**src/rtl/gsb_pkg.sv**
```systemverilog
// Shared definitions for the gated scaler bank.
// Assumes: the pool widths are fixed for the whole bank.
package gsb_pkg;
    localparam int COM_W = 32;   // common control pool
    localparam int LOC_W = 6;    // local control pool

    // Per-channel gate configuration
    typedef struct packed {
        logic             en;
        logic [LOC_W-1:0] loc_mask;
        logic [COM_W-1:0] com_mask;
    } chan_cfg_t;
endpackage

```
**src/rtl/gsb_cfg.sv**
```systemverilog
// Host configuration registers: per-channel gate setup, the pair-join flags
// and the live-output selection.
// Assumes: one write per strobe; a join flag is stored only on a write to an
// even channel and applies to that channel and the next one.
module gsb_cfg
    import gsb_pkg::*;
#(
    parameter int NUM_CH = 6,
    parameter int CH_W   = 3,
    parameter int PAIR_N = 3
) (
    input  logic             clk,
    input  logic             rst_n,
    input  logic             cfg_we,
    input  logic [CH_W-1:0]  cfg_ch,
    input  logic [COM_W-1:0] cfg_com_mask,
    input  logic [LOC_W-1:0] cfg_loc_mask,
    input  logic             cfg_enable,
    input  logic             cfg_join,
    input  logic             sel_we,
    input  logic [CH_W-1:0]  sel_ch,
    output chan_cfg_t        cfg_q [NUM_CH],
    output logic [PAIR_N-1:0] join_q,
    output logic [CH_W-1:0]  sel_q
);

    // Channel gate registers: reset gives each local line its own channel
    always_ff @(posedge clk) begin
        for (int i = 0; i < NUM_CH; i++) begin
            if (!rst_n) begin
                cfg_q[i].en       <= (i < LOC_W);
                cfg_q[i].com_mask <= '0;
                cfg_q[i].loc_mask <= (i < LOC_W) ? (LOC_W'(1) << i) : '0;
            end else if (cfg_we && cfg_ch == CH_W'(i)) begin
                cfg_q[i].en       <= cfg_enable;
                cfg_q[i].com_mask <= cfg_com_mask;
                cfg_q[i].loc_mask <= cfg_loc_mask;
            end
        end
    end

    // Join flags, written through the lower (even) channel of each pair
    always_ff @(posedge clk) begin
        for (int p = 0; p < PAIR_N; p++) begin
            if (!rst_n)
                join_q[p] <= 1'b0;
            else if (cfg_we && cfg_ch == CH_W'(2 * p))
                join_q[p] <= cfg_join;
        end
    end

    // Live-output channel selection
    always_ff @(posedge clk) begin
        if (!rst_n)
            sel_q <= '0;
        else if (sel_we)
            sel_q <= sel_ch;
    end

endmodule

```
**src/rtl/gsb_gate.sv**
```systemverilog
// Gate evaluation for one channel: enable AND all masked common bits AND all
// masked local bits. Empty masks impose no condition.
// Assumes: inputs are synchronous levels, not clocks.
module gsb_gate
    import gsb_pkg::*;
(
    input  chan_cfg_t        cfg,
    input  logic [COM_W-1:0] com_in,
    input  logic [LOC_W-1:0] loc_in,
    output logic             gate
);

    logic com_ok;
    logic loc_ok;

    // A masked bit that is low blocks the gate
    always_comb begin
        com_ok = ((com_in & cfg.com_mask) == cfg.com_mask);
        loc_ok = ((loc_in & cfg.loc_mask) == cfg.loc_mask);
        gate   = cfg.en & com_ok & loc_ok;
    end

endmodule

```
**src/rtl/gsb_counter.sv**
```systemverilog
// One scaler channel: synchronous clear wins over increment; wraps modulo
// 2^CNT_W. Flags all-ones so the next channel can take a carry.
// Assumes: inc is already qualified by strobe and gate.
module gsb_counter #(
    parameter int CNT_W = 32
) (
    input  logic             clk,
    input  logic             rst_n,
    input  logic             clr,
    input  logic             inc,
    output logic [CNT_W-1:0] cnt,
    output logic             full
);

    // Count register
    always_ff @(posedge clk) begin
        if (!rst_n || clr)
            cnt <= '0;
        else if (inc)
            cnt <= cnt + 1'b1;
    end

    // Carry-out condition for a joined upper half
    assign full = &cnt;

endmodule

```
**src/rtl/gsb_capture.sv**
```systemverilog
// Snapshot buffers taken on the rising edge of load_mon, the unclocked
// readout mux, and the registered live output of the selected channel.
// Assumes: load_mon is synchronous to clk; out-of-range indices read zero.
module gsb_capture #(
    parameter int NUM_CH = 6,
    parameter int CNT_W  = 32,
    parameter int CH_W   = 3
) (
    input  logic                    clk,
    input  logic                    rst_n,
    input  logic                    load_mon,
    input  logic [NUM_CH*CNT_W-1:0] cnt_flat,
    input  logic [CH_W-1:0]         sel_q,
    input  logic [CH_W-1:0]         rd_ch,
    output logic [CNT_W-1:0]        rd_data,
    output logic [CNT_W-1:0]        live_out,
    output logic [NUM_CH*CNT_W-1:0] snap_flat
);

    logic [CNT_W-1:0] cnt_arr  [NUM_CH];
    logic [CNT_W-1:0] snap_arr [NUM_CH];
    logic             load_q;

    for (genvar i = 0; i < NUM_CH; i++) begin : g_unpack
        assign cnt_arr[i] = cnt_flat[i*CNT_W +: CNT_W];
        assign snap_flat[i*CNT_W +: CNT_W] = snap_arr[i];
    end

    // Previous load_mon level for edge detection (tracks through reset)
    always_ff @(posedge clk) begin
        load_q <= load_mon;
    end

    // Snapshot all channels on a rising load_mon
    always_ff @(posedge clk) begin
        for (int i = 0; i < NUM_CH; i++) begin
            if (!rst_n)
                snap_arr[i] <= '0;
            else if (load_mon && !load_q)
                snap_arr[i] <= cnt_arr[i];
        end
    end

    // Live bus: selected count, one register behind
    always_ff @(posedge clk) begin
        if (!rst_n)
            live_out <= '0;
        else
            live_out <= (int'(sel_q) < NUM_CH) ? cnt_arr[sel_q] : '0;
    end

    // Host readout of the snapshot
    always_comb begin
        rd_data = (int'(rd_ch) < NUM_CH) ? snap_arr[rd_ch] : '0;
    end

endmodule

```
**src/rtl/gated_scaler_bank.sv**
```systemverilog
// Bank of gated scalers sharing one increment strobe. Each channel's gate is
// a masked AND over the common and local pools; odd channels can serve as the
// upper half of their even neighbour.
// Assumes: NUM_CH >= 2; all inputs synchronous to clk.
module gated_scaler_bank
    import gsb_pkg::*;
#(
    parameter  int NUM_CH = 6,
    parameter  int CNT_W  = 32,
    localparam int CH_W   = (NUM_CH > 1) ? $clog2(NUM_CH) : 1
) (
    input  logic               clk,
    input  logic               rst_n,
    input  logic               inc_strobe,
    input  logic [COM_W-1:0]   com_in,
    input  logic [LOC_W-1:0]   loc_in,
    input  logic               load_mon,
    input  logic               cfg_we,
    input  logic [CH_W-1:0]    cfg_ch,
    input  logic [COM_W-1:0]   cfg_com_mask,
    input  logic [LOC_W-1:0]   cfg_loc_mask,
    input  logic               cfg_enable,
    input  logic               cfg_join,
    input  logic               sel_we,
    input  logic [CH_W-1:0]    sel_ch,
    input  logic               clr_we,
    input  logic [NUM_CH-1:0]  clr_mask,
    input  logic [CH_W-1:0]    rd_ch,
    output logic [CNT_W-1:0]   rd_data,
    output logic [CNT_W-1:0]   live_out
);

    localparam int PAIR_N = (NUM_CH >= 2) ? NUM_CH / 2 : 1;

    chan_cfg_t               cfg_q [NUM_CH];
    logic [PAIR_N-1:0]       join_q;
    logic [CH_W-1:0]         sel_q;
    logic [NUM_CH-1:0]       gate;
    logic [NUM_CH-1:0]       inc_en;
    logic [NUM_CH-1:0]       full;
    logic [CNT_W-1:0]        cnt [NUM_CH];
    logic [NUM_CH*CNT_W-1:0] cnt_flat;
    logic [NUM_CH*CNT_W-1:0] snap_flat;

    gsb_cfg #(
        .NUM_CH (NUM_CH),
        .CH_W   (CH_W),
        .PAIR_N (PAIR_N)
    ) u_cfg (
        .clk          (clk),
        .rst_n        (rst_n),
        .cfg_we       (cfg_we),
        .cfg_ch       (cfg_ch),
        .cfg_com_mask (cfg_com_mask),
        .cfg_loc_mask (cfg_loc_mask),
        .cfg_enable   (cfg_enable),
        .cfg_join     (cfg_join),
        .sel_we       (sel_we),
        .sel_ch       (sel_ch),
        .cfg_q        (cfg_q),
        .join_q       (join_q),
        .sel_q        (sel_q)
    );

    for (genvar i = 0; i < NUM_CH; i++) begin : g_ch
        gsb_gate u_gate (
            .cfg    (cfg_q[i]),
            .com_in (com_in),
            .loc_in (loc_in),
            .gate   (gate[i])
        );

        // Odd channels take the neighbour's carry when joined
        if (i % 2 == 1) begin : g_upper
            assign inc_en[i] = inc_strobe &
                (join_q[i/2] ? (gate[i-1] & full[i-1]) : gate[i]);
        end else begin : g_lower
            assign inc_en[i] = inc_strobe & gate[i];
        end

        gsb_counter #(
            .CNT_W (CNT_W)
        ) u_cnt (
            .clk   (clk),
            .rst_n (rst_n),
            .clr   (clr_we & clr_mask[i]),
            .inc   (inc_en[i]),
            .cnt   (cnt[i]),
            .full  (full[i])
        );

        assign cnt_flat[i*CNT_W +: CNT_W] = cnt[i];
    end

    gsb_capture #(
        .NUM_CH (NUM_CH),
        .CNT_W  (CNT_W),
        .CH_W   (CH_W)
    ) u_cap (
        .clk       (clk),
        .rst_n     (rst_n),
        .load_mon  (load_mon),
        .cnt_flat  (cnt_flat),
        .sel_q     (sel_q),
        .rd_ch     (rd_ch),
        .rd_data   (rd_data),
        .live_out  (live_out),
        .snap_flat (snap_flat)
    );

endmodule

```
**config.mk**
```make
export PLATFORM = sky130hd
export DESIGN_NAME = gated_scaler_bank
export DESIGN_NICKNAME = d
export VERILOG_FILES = /design/src/rtl/gsb_pkg.sv /design/src/rtl/gsb_cfg.sv /design/src/rtl/gsb_gate.sv /design/src/rtl/gsb_counter.sv /design/src/rtl/gsb_capture.sv /design/src/rtl/gated_scaler_bank.sv
export SDC_FILE = /design/constraint.sdc
export NUM_CORES = 1
export LEC_CHECK = 0
export BUFFER_PORTS_ARGS = -buffer_cell sky130_fd_sc_hd__buf_2
export CORE_ASPECT_RATIO = 1.25
export CORE_MARGIN = 3
export CORE_UTILIZATION = 40
export DETAILED_ROUTE_END_ITERATION = 16
export PLACE_DENSITY = 0.6
export SLEW_MARGIN = 20
export SYNTH_ARGS = -nofsm -noshare
export SYNTH_HDL_FRONTEND = slang
export SYNTH_SLANG_ARGS = --single-unit
```
**constraint.sdc**
```tcl
create_clock -name clk -period 20.6 [get_ports clk]
set_input_delay 2.06 -clock clk [delete_from_list [all_inputs] [get_ports clk]]
set_output_delay 2.06 -clock clk [all_outputs]
set_load 0.01 [all_outputs]
```
==> flow_metrics.env <==
export IMPL_period_share_pct=30.2
export IMPL_synth_enable_flop_cells=192
export IMPL_antenna_found_initial=7
export IMPL_run_status="complete, no violations"
export IMPL_post_synth_num_cell_types=69
export IMPL_data_arrival_time_at_the_worst_slack_endpoint_ns=4.16
export IMPL_cpMostUsedCell="buf_4"
export IMPL_synth_top_cell_by_area="dfxtp_1"
export IMPL_route_detailed_drc=0
export IMPL_die_width_um=254
export IMPL_cts_tree="built"
export IMPL_drt_iter0_markers=2095
export IMPL_critPathLaunchType="primary input"
export IMPL_crit_path_end_kind="primary output"
export IMPL_grt_setup_unrepaired="false"
export IMPL_tritoncts_num_buffers=72
export IMPL_layout_drive_gt1_share_pct=11.9
export IMPL_report_final_slew_viol_count=0
export IMPL_skew_pair_late_insertion_delay_ns=0.63
export IMPL_ys_flop_type="dfxtp_1"
export IMPL_dp_hpwl_um=76200
export IMPL_fmaxAchievable_mhz=161
export IMPL_fin_cells=4367
export IMPL_die_h_um=316
export IMPL_route_antenna_remaining_nets=0
export IMPL_final_nets=3437
export IMPL_place_port_buffers=163
export IMPL_worst_hold_slack_ns=0.460
export IMPL_crit_path_top_delay_cell="buf_4"
export IMPL_dr_pass1_iters=6
export IMPL_cp_bufs_invs=4
export IMPL_min_delay_path_class="flip-flop to flip-flop"
export IMPL_clock_sink_count=657
export IMPL_grt_max_degree=149
export IMPL_grt_pass1_vias=23313
export IMPL_cts_post_setup_buffers_inserted=0
export IMPL_synth_top_cells_by_area="dfxtp_1 (30%), edfxtp_1 (19%), nand2_1 (7.0%)"
export IMPL_crit_path_cell_trace="buf_4 -> buf_4 -> mux4_2 -> inv_1 -> o22ai_1 -> buf_2"
export IMPL_routed_wire_length_per_instance_um=24.3
export IMPL_max_stage_delay_ns=0.72
export IMPL_max_slew_margin_rel_pct=16.9
export IMPL_final_min_clock_period_ns=6.22
export IMPL_global_route_usage_total_pct=26.1
export IMPL_globalRoute_totalOverflow=0
export IMPL_netlist_instances=3257
export IMPL_wirelength_um=106000
export IMPL_ir_drop_uv=61.1
export IMPL_total_leakage_power_nw=12.4
export IMPL_maxCapViolCount=0
export IMPL_worstPathRequired_ns=18.54
export IMPL_rows=113
export IMPL_highest_fanout_seen_on_the_critical_path=46
export IMPL_ys_seq_area_share_pct=48.9
export IMPL_routed_via_count=24592
export IMPL_async_set_or_reset_flop_fraction_in_the_synthesized_netlist_pct=0
export IMPL_die_area_um2=80400
export IMPL_ys_top_cells_by_count="nand2_1 (574), dfxtp_1 (465), and2_1 (240), a21boi_0 (225), edfxtp_1 (192)"
export IMPL_grt_first_pass_wirelength_um=155000
export IMPL_clockBufferDepth=3
export IMPL_synthesis_area_um2=30800
export IMPL_max_slew_worst_pin_slew_ns=1.22
export IMPL_number_of_nets_produced_by_synthesis=3363
export IMPL_route_detailed_vias_per_inst=5.63
export IMPL_ys_warn_count=0
export IMPL_timing_setup_critical_path_class="primary input to primary output"
export IMPL_postSynthRegisterBits=657
export IMPL_cpLargestDelayFamily="buffers and inverters"
export IMPL_area_growth_pct=12.6
export IMPL_cts_repair_resize_count=0
export IMPL_synth_most_common_cell="nand2_1"
export IMPL_synthesis_area_per_instance_um2=9.46
export IMPL_routability_congestion_estimate_from_global_placement=0.950
export IMPL_io_pins=164
export IMPL_start_util_pct=40.4
export IMPL_fin_setup_tns_ns=0
export IMPL_placedCellCount=4234
export IMPL_clock_pin_slew_reported_for_the_worst_setup_and_hold_paths_after_clock_tree_synthesis_ns=0.06
export IMPL_cts_hold_buffers=0
export IMPL_netlist_area_leader_share_pct=30.2
export IMPL_htree_levels=3
export IMPL_power_density_nw_per_um2=81.1
export IMPL_setup_viol=0
export IMPL_finalHoldViolCount=0
export IMPL_design_core_area_um2=76200
export IMPL_clock_skew_ns=0.0411
export IMPL_ctsRootBufferMaster="clkbuf_16"
==> layout make-up <==
| type | instances | area, um^2 |
|---|---|---|
| Clock buffer | 100 | 2000 |
| Tap cell | 977 | 1220 |
| Multi-Input combinational cell | 2261 | 14500 |
| Sequential cell | 657 | 15100 |
| Clock inverter | 28 | 200 |
| Inverter | 136 | 510 |
| Antenna cell | 5 | 12.5 |
| Timing Repair Buffer | 203 | 1140 |
| Fill cell | 7352 | 41500 |
==> worst paths after layout <==
path	slack [ns]	from	depth (start not counted)	to
worst max register to register	16.33	g_ch[4].u_cnt.cnt[14]$_SDFFE_PP0P_	7	g_ch[5].u_cnt.cnt[21]$_SDFFE_PP0P_
worst max-delay path	14.38	rd_ch[0]	6	rd_data[8]
worst min register to register	0.46	u_cfg.cfg_q[149]$_SDFFE_PN0P_	2	u_cfg.cfg_q[149]$_SDFFE_PN0P_
worst min-delay path	0.46	u_cfg.cfg_q[149]$_SDFFE_PN0P_	2	u_cfg.cfg_q[149]$_SDFFE_PN0P_
==> sequential cells by signal (all words and copies together) (netlist names) <==
signal          flops
u_cfg.sel_q         3
u_cap.snap_arr    192
u_cfg.cfg_q       234
u_cfg.join_q        3
u_cap.live_out     32
g_ch.u_cnt.cnt    192
u_cap.load_q        1
==> metrics by stage <==
step / power, mW / worst slack, ns / instance area (um^2) / utilization (%)
after floorplan: 1.52 / 4.12 / 30800 / -
after global placement: 1.60 / 14.36 / 32500 / 42.6
after detailed placement: 1.60 / 14.35 / 32500 / 42.6
after CTS: 2.83 / 14.35 / 34700 / 45.5
after global routing: 2.90 / 14.22 / 34700 / 45.5
final: 2.81 / 14.38 / 34700 / 45.5
==> cell families after synthesis <==
group	share of synthesized area, %
adders and majority gates	0.244
DFF	48.9
muxes	7.34
AOI/OAI and AO/OA	12.8
xor gates and xnor gates	2.47
buffers and inverters	4.20
and+or+nand+nor	24.1
==> worst register-to-register path, delay by kind of cell (launching register included) <==
| family | cells | cell delay, ns |
|---|---|---|
| AO/OA/AOI/OAI | 2 | 1.15 |
| flip-flops | 1 | 0.48 |
| AND/OR/NAND/NOR | 5 | 2.59 |
==> power by group <==
part	leakage [nW]	internal, mW	switching [mW]
Sequential	5.81	1.36	0.0170
Clock	1.08	0.703	0.537
Combinational	5.55	0.0619	0.133
Total	12.4	2.12	0.687
==> layout by cell type, fill, tap and decap left out, drive strengths merged, types with 49 or more instances in the layout <==
cell type / count
nand4: 70
or3: 49
inv: 138
nor2: 130
edfxtp: 192
mux2i: 82
buf: 203
nor2b: 131
dfxtp: 465
nand3: 95
a21oi: 85
a21boi: 225
nand2: 574
clkbuf: 100
mux4: 64
o21ai: 49
and2: 242
o22ai: 65
==> metal layers <==
metal  vias up  GRT usage [%]  share of wire [%]  routed length (um)
li1      11543              -                  -                   -
met4         0           16.4                7.1                7520
met2       875           45.5                 50               52900
met5         -              0                  0                   0
met3       248           3.57                5.6                5910
met1     11926           30.2                 38               39900
No activity file was read; power rests on OpenSTA's default activity.
